===== src/rtl/startup_seq_pkg.sv =====
package startup_seq_pkg;

    typedef enum logic [2:0] {
        ST_HOLD     = 3'd0,
        ST_SETTLE   = 3'd1,
        ST_WAIT_CLK = 3'd2,
        ST_CAL      = 3'd3,
        ST_READY    = 3'd4
    } seq_state_e;

    typedef struct packed {
        logic sys_reset;
        logic cal_req;
        logic ready;
    } seq_out_t;

    typedef struct packed {
        logic settle_done;
        logic cal_expired;
    } timer_flags_t;

    localparam int unsigned FLAG_RESET   = 0;
    localparam int unsigned FLAG_TIMEOUT = 1;
    localparam int unsigned NUM_FLAGS    = 2;

    function automatic int unsigned max2(input int unsigned a, input int unsigned b);
        return (a > b) ? a : b;
    endfunction

    function automatic seq_out_t decode_outputs(input seq_state_e s);
        seq_out_t o;
        o.sys_reset = (s == ST_HOLD) || (s == ST_SETTLE);
        o.cal_req   = (s == ST_CAL);
        o.ready     = (s == ST_READY);
        return o;
    endfunction

endpackage


===== src/rtl/seq_counter.sv =====
module seq_counter #(
    parameter int unsigned WIDTH = 16
) (
    input  logic             clk,
    input  logic             clear_i,
    output logic [WIDTH-1:0] count_o
);

    logic [WIDTH-1:0] cnt_q;

    always_ff @(posedge clk) begin
        if (clear_i) begin
            cnt_q <= '0;
        end else if (cnt_q != {WIDTH{1'b1}}) begin
            cnt_q <= cnt_q + 1'b1;
        end
    end

    assign count_o = cnt_q;

endmodule


===== src/rtl/sticky_flag.sv =====
module sticky_flag (
    input  logic clk,
    input  logic set_i,
    input  logic clr_i,
    output logic flag_o
);

    logic flag_q;

    always_ff @(posedge clk) begin
        if (set_i) begin
            flag_q <= 1'b1;
        end else if (clr_i) begin
            flag_q <= 1'b0;
        end
    end

    assign flag_o = flag_q;

    // set has priority over a simultaneous clear
    assert_flag_set_R8: assert property (@(posedge clk) disable iff (1'b0)
        set_i |=> flag_o);
    assert_flag_clear_R9: assert property (@(posedge clk) disable iff (set_i)
        clr_i |=> !flag_o);

endmodule


===== src/rtl/seq_fsm.sv =====
module seq_fsm
    import startup_seq_pkg::*;
(
    input  logic         clk,
    input  logic         hold_i,
    input  logic         clocks_ok_i,
    input  logic         cal_done_i,
    input  timer_flags_t tmr_i,
    output seq_state_e   state_o,
    output logic         enter_o,
    output logic         timeout_evt_o
);

    seq_state_e state_q, state_d;
    logic       timeout_evt;

    always_comb begin
        state_d     = state_q;
        timeout_evt = 1'b0;
        if (hold_i) begin
            state_d = ST_HOLD;
        end else begin
            unique case (state_q)
                ST_HOLD:     state_d = ST_SETTLE;
                ST_SETTLE:   if (tmr_i.settle_done) state_d = ST_WAIT_CLK;
                ST_WAIT_CLK: if (clocks_ok_i) state_d = ST_CAL;
                ST_CAL: begin
                    if (cal_done_i) begin
                        state_d = ST_READY;
                    end else if (!clocks_ok_i) begin
                        state_d = ST_WAIT_CLK;
                    end else if (tmr_i.cal_expired) begin
                        state_d     = ST_WAIT_CLK;
                        timeout_evt = 1'b1;
                    end
                end
                ST_READY:    state_d = ST_READY;
                default:     state_d = ST_HOLD;
            endcase
        end
    end

    always_ff @(posedge clk) begin
        state_q <= state_d;
    end

    assign state_o       = state_q;
    assign enter_o       = (state_d != state_q);
    assign timeout_evt_o = timeout_evt;

    // a reset cause always lands in the hold state
    assert_hold_entry_R7: assert property (@(posedge clk) disable iff (1'b0)
        hold_i |=> state_q == ST_HOLD);
    // ready is sticky until a reset cause
    assert_ready_sticky_R10: assert property (@(posedge clk) disable iff (hold_i)
        state_q == ST_READY |=> state_q == ST_READY);

endmodule


===== src/rtl/startup_sequencer.sv =====
module startup_sequencer
    import startup_seq_pkg::*;
#(
    parameter int unsigned SETTLE_CYCLES = 10000,
    parameter int unsigned CAL_LIMIT     = 20000
) (
    input  logic clk,
    input  logic supply_ok,
    input  logic ext_reset,
    input  logic refclk_ok,
    input  logic txclk_ok,
    input  logic cal_done,
    input  logic clr_reset_flag,
    input  logic clr_timeout_flag,
    output logic sys_reset,
    output logic cal_req,
    output logic ready,
    output logic reset_latched,
    output logic cal_timeout
);

    localparam int unsigned SPAN  = max2(SETTLE_CYCLES, CAL_LIMIT);
    localparam int unsigned CNT_W = $clog2(SPAN + 1);
    localparam logic [CNT_W-1:0] SETTLE_LAST = CNT_W'(SETTLE_CYCLES - 1);
    localparam logic [CNT_W-1:0] CAL_LAST    = CNT_W'(CAL_LIMIT - 1);

    logic             hold_rst;
    logic             clocks_ok;
    logic             enter;
    logic             timeout_evt;
    logic [CNT_W-1:0] cnt;
    timer_flags_t     tmr;
    seq_state_e       state;
    seq_out_t         outs;
    logic [NUM_FLAGS-1:0] flag_set, flag_clr, flag_val;

    assign hold_rst  = !supply_ok || ext_reset;
    assign clocks_ok = refclk_ok && txclk_ok;

    seq_counter #(.WIDTH(CNT_W)) u_counter (
        .clk     (clk),
        .clear_i (enter),
        .count_o (cnt)
    );

    assign tmr.settle_done = (cnt == SETTLE_LAST);
    assign tmr.cal_expired = (cnt == CAL_LAST);

    seq_fsm u_fsm (
        .clk           (clk),
        .hold_i        (hold_rst),
        .clocks_ok_i   (clocks_ok),
        .cal_done_i    (cal_done),
        .tmr_i         (tmr),
        .state_o       (state),
        .enter_o       (enter),
        .timeout_evt_o (timeout_evt)
    );

    assign outs      = decode_outputs(state);
    assign sys_reset = outs.sys_reset;
    assign cal_req   = outs.cal_req;
    assign ready     = outs.ready;

    assign flag_set[FLAG_RESET]   = hold_rst;
    assign flag_clr[FLAG_RESET]   = clr_reset_flag;
    assign flag_set[FLAG_TIMEOUT] = timeout_evt;
    assign flag_clr[FLAG_TIMEOUT] = clr_timeout_flag || hold_rst;

    for (genvar g = 0; g < NUM_FLAGS; g++) begin : g_flag
        sticky_flag u_flag (
            .clk    (clk),
            .set_i  (flag_set[g]),
            .clr_i  (flag_clr[g]),
            .flag_o (flag_val[g])
        );
    end

    assign reset_latched = flag_val[FLAG_RESET];
    assign cal_timeout   = flag_val[FLAG_TIMEOUT];

    assert_hold_outputs_R1: assert property (@(posedge clk) disable iff (1'b0)
        hold_rst |=> (sys_reset && !cal_req && !ready));
    assert_settle_release_R2: assert property (@(posedge clk) disable iff (hold_rst)
        $fell(sys_reset) |-> $past(tmr.settle_done));
    assert_cal_gate_R3: assert property (@(posedge clk) disable iff (hold_rst)
        $rose(cal_req) |-> $past(refclk_ok && txclk_ok));
    assert_ready_cause_R4: assert property (@(posedge clk) disable iff (hold_rst)
        $rose(ready) |-> $past(cal_done && cal_req));
    assert_timeout_drop_R5: assert property (@(posedge clk) disable iff (hold_rst)
        $rose(cal_timeout) |-> ($past(cal_req) && !cal_req));
    assert_clock_abort_R6: assert property (@(posedge clk) disable iff (hold_rst)
        (cal_req && !clocks_ok && !cal_done) |=> (!cal_req && !ready && $stable(cal_timeout)));

endmodule


===== config.mk =====
export PLATFORM = sky130hd
export DESIGN_NAME = startup_sequencer
export DESIGN_NICKNAME = d
export VERILOG_FILES = /design/src/rtl/startup_seq_pkg.sv /design/src/rtl/seq_counter.sv /design/src/rtl/sticky_flag.sv /design/src/rtl/seq_fsm.sv /design/src/rtl/startup_sequencer.sv
export SDC_FILE = /design/constraint.sdc
export NUM_CORES = 1
export LEC_CHECK = 0
export ABC_AREA = 1
export BUFFER_PORTS_ARGS = -buffer_cell sky130_fd_sc_hd__buf_2
export CORE_MARGIN = 5
export CORE_UTILIZATION = 40
export CTS_CLUSTER_SIZE = 30
export DETAILED_ROUTE_END_ITERATION = 7
export SYNTH_ARGS = -nofsm -noshare
export SYNTH_HDL_FRONTEND = slang
export SYNTH_SLANG_ARGS = --single-unit

===== constraint.sdc =====
create_clock -name clk -period 1.9 [get_ports clk]
set_clock_uncertainty 0.15 [all_clocks]
set_input_delay 0.38 -clock clk [delete_from_list [all_inputs] [get_ports clk]]
set_output_delay 0.38 -clock clk [all_outputs]
set_load 0.01 [all_outputs]

==> flow_summary.toml, run 1 <==
[synthesis]
synth_area_sq_um = 1160
synth_top_cells_by_count = "30 x nand2_1, 30 x nor2_1, 23 x inv_1, 20 x dfxtp_1, 11 x nor2_2"
synth_nets = 174
yosys.cell_types.count = 25
synthSimpleGateAreaFrac = 0.3937
async_flop_share = 0
synthFlopType = "dfxtp_1"
yosys-top-cells-area = "dfxtp_1 35%, nand2_1 9.7%, nor2_1 9.7%"
synth-seq-cells = 20
yosysSeqAreaShare = 0.3452
synth_top_cell_by_area = "dfxtp_1"
yosys.area_share.xor_xnor = 0.1046
synth_top_area_share = 0.3452
synth_edf_count = 0
synth-adder-area-share = 0.01079
synth_top_family_by_area = "simple AND/OR/NAND/NOR gates"
synth_mux_area_frac = 0.008630
netlist_instances = 165
synth_compound_area_frac = 0.04962
synth.avg_cell_area_sq_um = 7.029
ys.warnings.count = 0

[cells_and_area]
final_core_util = 0.5168
stdcell_count = 220
drive_gt1_frac = 0.2698
diodes = 0
area_growth_syn_to_layout_pct = 22.87
final_nets = 199

[route]
drt_wl_total_um = 2750
route.detailed.drc = 0
wire_per_inst_um = 12.50
first_pass_iters = 4
ant_nets = 0
via_per_inst = 5.000
vias = 1100
drt_iter0_drc = 44

[floorplan]
initial_core_util = 0.4206
ios = 13
row_count = 19
die_height_um = 63.85
die_area_sq_um = 4077
coreArea_sq_um = 2758
die_width_um = 63.85

[power]
ir_worst_vdd_mv = 0.4892
p_sw_frac = 0.2910
power_frac_seq = 0.521
p_comb_frac = 0.214
power_density_nw_per_um2 = 677.7
power_switching_uw = 281.0
p_total_uw = 965.7
p_int_uw = 684.7
power.share.clock = 0.265
leakage_uw = 0.0005917

[global_routing]
gr-usage-all-layers = 0.1377
grt_max_degree = 16
overflow = 0
grt_pass1_wl_um = 4574
antenna_found_initial = 0
grt_pass1_vias = 1063

[timing]
maxSlewHeadroom = 0.7716
timing.final.crit_period_ps = 1822
fin_crit_sh = 0.9589
maxSlewViolCount = 0
hold_viol_final = 0
tightest_slew_ps = 340.0
max_clock_freq_mhz = 548.9
setup_violations = 0

[worst_setup_path]
crit_family = "simple AND/OR/NAND/NOR gates"
reg2reg_depth = 10
regToRegEndpoint = "u_counter.count_o[2]"
critical_path.slowest_cell = "dfxtp_2"
crit_path_start = "u_counter.count_o[0]"
path_max_fanout = 7
worstPathBufferInverterCount = 1
setup.worst_path.class = "flop to flop"
crit_end = "u_counter.count_o[2]"
cp-end-kind = "flop"
path_cells = "ha_4 -> nand3_4 -> nor2_4 -> nand3_1 -> nand2_1 -> nand3_1 -> nand2_1 -> nand4_4 -> clkbuf_16 -> nor2_2"
crit_path_start_kind = "flop"
crit_cells = 10
r2r-start = "u_counter.count_o[0]"
reg2reg_slack_ps = 80
cp.required_ps = 2010
critPathMaxStageDelay_ps = 370
crit_arrival_ps = 1940

[cts]
cts.clk_slew.worst_paths_ps = 120
cts_root_buf = "clkbuf_4"
cts_hold_buf = 0
cts_buffer_depth = 2
insertion_delay_ps = 310
htreeDepth = 1
cts_tree = "done"
cts.sinks = 20
cts_buffers = 3

[placement]
dpl.cell_count = 213
portBuffers = 12
dp_hpwl_um = 1979
gp_congestion = 0.8737

[outcome]
status = "finished, final reports clean"

[flow_run]
cap_violations = 0

[hold_path]
worstHoldStart = "ext_reset"
hp-class = "input port to flop"
logic make-up after synthesis:
group | count (synthesis)
and+or+nand+nor | 96
xor gates and xnor gates | 13
buffers and inverters | 25
adders and majority gates | 1
AOI/OAI and AO/OA | 9
DFF | 20
muxes | 1
cells in the final DEF (no fill, tap or decap):
master	Yosys	routed
nor2_4	1	2
dfxtp_2	0	4
clkbuf_16	0	1
nor4_1	1	1
buf_4	0	6
nand4_1	3	3
o21ai_0	3	3
buf_12	0	1
mux2i_1	1	1
o21a_1	1	1
a21o_1	1	1
nand3_2	2	1
nor2_1	30	27
xnor2_1	4	4
nor3_2	0	1
nor2_2	11	13
nand3_1	9	9
inv_1	23	23
o211ai_1	2	2
clkbuf_8	0	1
nor3_1	8	7
buf_2	0	12
clkbuf_4	0	3
clkinvlp_2	0	1
nand4_4	1	1
nand2_1	30	30
a22oi_1	1	1
clkinvlp_4	0	1
xor2_2	1	1
xor2_1	8	8
ha_4	0	1
dfxtp_1	20	16
a21oi_1	1	1
nand3_4	0	1
power by group through the flow:
stage	sequential (uW)	combinational, uW	clock [uW]
4_1_cts	487	185	268
3_3_place_gp	494	180	0
2_1_floorplan	496	119	0
3_5_place_dp	496	183	0
5_1_grt	510	227	293
6_report	503	207	256
worst register-to-register path, delay by kind of cell, from the launching register on:
family,cells,cell delay [ps]
buffers and inverters,1,200
DFF,1,370
adders and majority gates,1,160
and+or+nand+nor,8,900
through the flow:
| step | hold WS, ps | instance area, sq um | setup TNS (ps) | setup slack (ps) |
|---|---|---|---|---|
| 5_1_grt | 39.32 | 1425 | -694.3 | -61.16 |
| 3_3_place_gp | 302.4 | 1305 | 0 | 108.0 |
| 2_1_floorplan | 306.8 | 1160 | 0 | 132.3 |
| 3_5_place_dp | 314.7 | 1305 | 0 | 58.08 |
| 4_1_cts | 59.26 | 1341 | 0 | 31.10 |
| 6_report | 71.89 | 1425 | 0 | 78.07 |
routing by layer:
metal  vias up  global-route usage  part of all wire
li1        567                   -                 -
met1       500              0.1813              0.47
met2        28              0.2161              0.46
met3         5             0.02102             0.044
met4         0             0.07013             0.021
met5         -                   0                 0
state kept, by name (all words and copies together) (netlist names):
signal,flops
g_flag.u_flag.flag_o,2
u_fsm.state_o,3
u_counter.count_o,15
repair_timing:
action | 4_1_cts | 5_1_grt
gates resized for setup | 0 | 13
setup buffers | 0 | 1
setup endpoints to repair | 0 | 16
how the worst min path moves through the flow:
stage | end | depth (start not counted)
floorplan | g_flag[1].u_flag.flag_o | 1
global placement | g_flag[0].u_flag.flag_o | 2
detailed placement | g_flag[0].u_flag.flag_o | 2
CTS | g_flag[1].u_flag.flag_o | 2
global route | g_flag[1].u_flag.flag_o | 2
finish | g_flag[1].u_flag.flag_o | 2
cell type report:
cell class	count	area, sq um
timing repair buffer	20	150.1
clock buffer	4	36.28
sequential	20	405.4
tap	31	38.79
fill	275	1333
timing repair inverter	1	5.005
inverter	24	93.84
multi-input combinational	120	695.7
No activity file was read; power rests on OpenSTA's default activity.
==> inputs of run 2 (changes only) <==
Settings changed: BUFFER_PORTS_ARGS -buffer_cell sky130_fd_sc_hd__buf_2 to not set, DONT_BUFFER_PORTS set to 1.
==> run 2 against run 1 <==
Effect of this change: cell count down 5.9%; global-route usage is 1.1 points lower; critical path depth grew 1; final area fell by 5.1%; critical path type unchanged; critical endpoint is now u_counter.count_o[1]; highest routed layer unchanged.
==> flow_summary.toml, run 2 (same netlist as run 1, synthesis figures left out) <==
[placement]
portBuffers = 0
dp_hpwl_um = 1876
dpl.cell_count = 201
gp_congestion = 0.8396
placed_area_sq_um = 1232

[floorplan]
coreArea_sq_um = 2758
ios = 13
die_width_um = 63.85
die_height_um = 63.85
row_count = 19
initial_core_util = 0.4206
die_area_sq_um = 4077

[route]
via_per_inst = 4.995
route.detailed.drc = 0
vias = 1034
ant_nets = 0
drt_iter0_drc = 27
drt_wl_total_um = 2467
wire_per_inst_um = 11.92
first_pass_iters = 6

[cts]
htreeDepth = 1
cts.sinks = 20
cts.clk_slew.worst_paths_ps = 100
cts_buffers = 3
cts_root_buf = "clkbuf_4"
cts_buffer_depth = 2
cts_tree = "done"
insertion_delay_ps = 290

[flow_run]
cap_violations = 0

[global_routing]
overflow = 0
grt_pass1_wl_um = 4188
antenna_found_initial = 0
grt_max_degree = 16
grt_pass1_vias = 970
gr-usage-all-layers = 0.1266

[cells_and_area]
final_core_util = 0.4905
layout_commonest_cell = "nand2_1"
final_cell_mix = "30 x nand2_1, 29 x nor2_1, 23 x inv_1"
diodes = 0
largest_reg_flops = 15
area_growth_syn_to_layout_pct = 16.61
final_cell_area_sq_um = 1353
final_nets = 187
stdcell_count = 207
drive_gt1_frac = 0.2045

[timing]
timing.final.crit_period_ps = 1763
maxSlewViolCount = 0
fin_crit_sh = 0.9277
hold_viol_final = 0
setup_violations = 0
tightest_slew_ps = 358.7
max_clock_freq_mhz = 567.3
maxSlewHeadroom = 0.7587
worst_hold_slack_ps = 30.76

[worst_setup_path]
crit_arrival_ps = 1810
path_max_fanout = 7
r2r-start = "u_counter.count_o[0]"
crit_path_start = "u_counter.count_o[0]"
cp.required_ps = 1940
setup.worst_path.class = "flop to flop"
regToRegEndpoint = "u_counter.count_o[1]"
cp-end-kind = "flop"
crit_end = "u_counter.count_o[1]"
reg2reg_depth = 11
crit_path_start_kind = "flop"
reg2reg_slack_ps = 140

[outcome]
status = "finished, final reports clean"

[hold_path]
holdPathStages = 1
hp-class = "input port to flop"

[power]
ir_worst_vdd_mv = 0.4723
power_density_nw_per_um2 = 663.3
leakage_uw = 0.0005430
-- run 2: worst max-delay path, cell delays in order, from the launching register on --
cell and delay [ps]:
dfxtp_2 370, ha_4 160, nand3_4 120, nor2_4 130, nand2_1 50, nand2_1 70
nand3_2 80, nand2_1 90, nand2_1 90, nand4_4 130, clkbuf_16 180, nor2_2 30
-- run 2: where the power goes --
| group | switching (uW) | total [uW] | internal, uW | leakage (uW) |
|---|---|---|---|---|
| sequential | 48.2 | 505 | 457 | 0.000165 |
| combinational | 93.9 | 198 | 104 | 0.000364 |
| clock | 121 | 195 | 73.8 | 0.0000138 |
-- run 2: worst min-delay path by stage --
stage / startpoint / endpoint
2_1_floorplan: ext_reset / g_flag[1].u_flag.flag_o
3_3_place_gp: ext_reset / g_flag[1].u_flag.flag_o
3_5_place_dp: ext_reset / g_flag[1].u_flag.flag_o
4_1_cts: clr_reset_flag / g_flag[0].u_flag.flag_o
5_1_grt: clr_reset_flag / g_flag[0].u_flag.flag_o
6_report: clr_reset_flag / g_flag[0].u_flag.flag_o
-- run 2: final cells by class --
class                      count  area (sq um)
inverter                      24         90.09
sequential                    20         410.4
timing repair buffer           9         100.1
clock buffer                   3         22.52
multi-input combinational    120         690.7
fill                         276          1405
tap                           31         38.79
-- run 2: metrics by stage --
step | power, uW | setup TNS (ps) | worst slack (ps)
after global placement | 650.9 | 0 | 39.25
final | 897.2 | 0 | 137.3
after detailed placement | 660.7 | -429.4 | -51.43
after global routing | 965.0 | -27.46 | -10.32
after CTS | 874.2 | 0 | 40.91
after floorplan | 614.3 | 0 | 132.3
-- run 2: timing repair --
item	in CTS	in global routing
pin swaps	1	0
endpoints found under the hold margin	1	0
hold buffers	1	0
setup buffers	1	0
endpoints found under the setup margin	15	15
resized for setup	0	13
cloned	0	1
-- run 2: per-layer routing --
metal	vias up	wire [um]	GRT usage
li1	539	-	-
met1	461	1136	0.1691
met2	30	1138	0.1910
met3	4	155	0.04729
met4	0	37	0.03377
met5	-	0	0
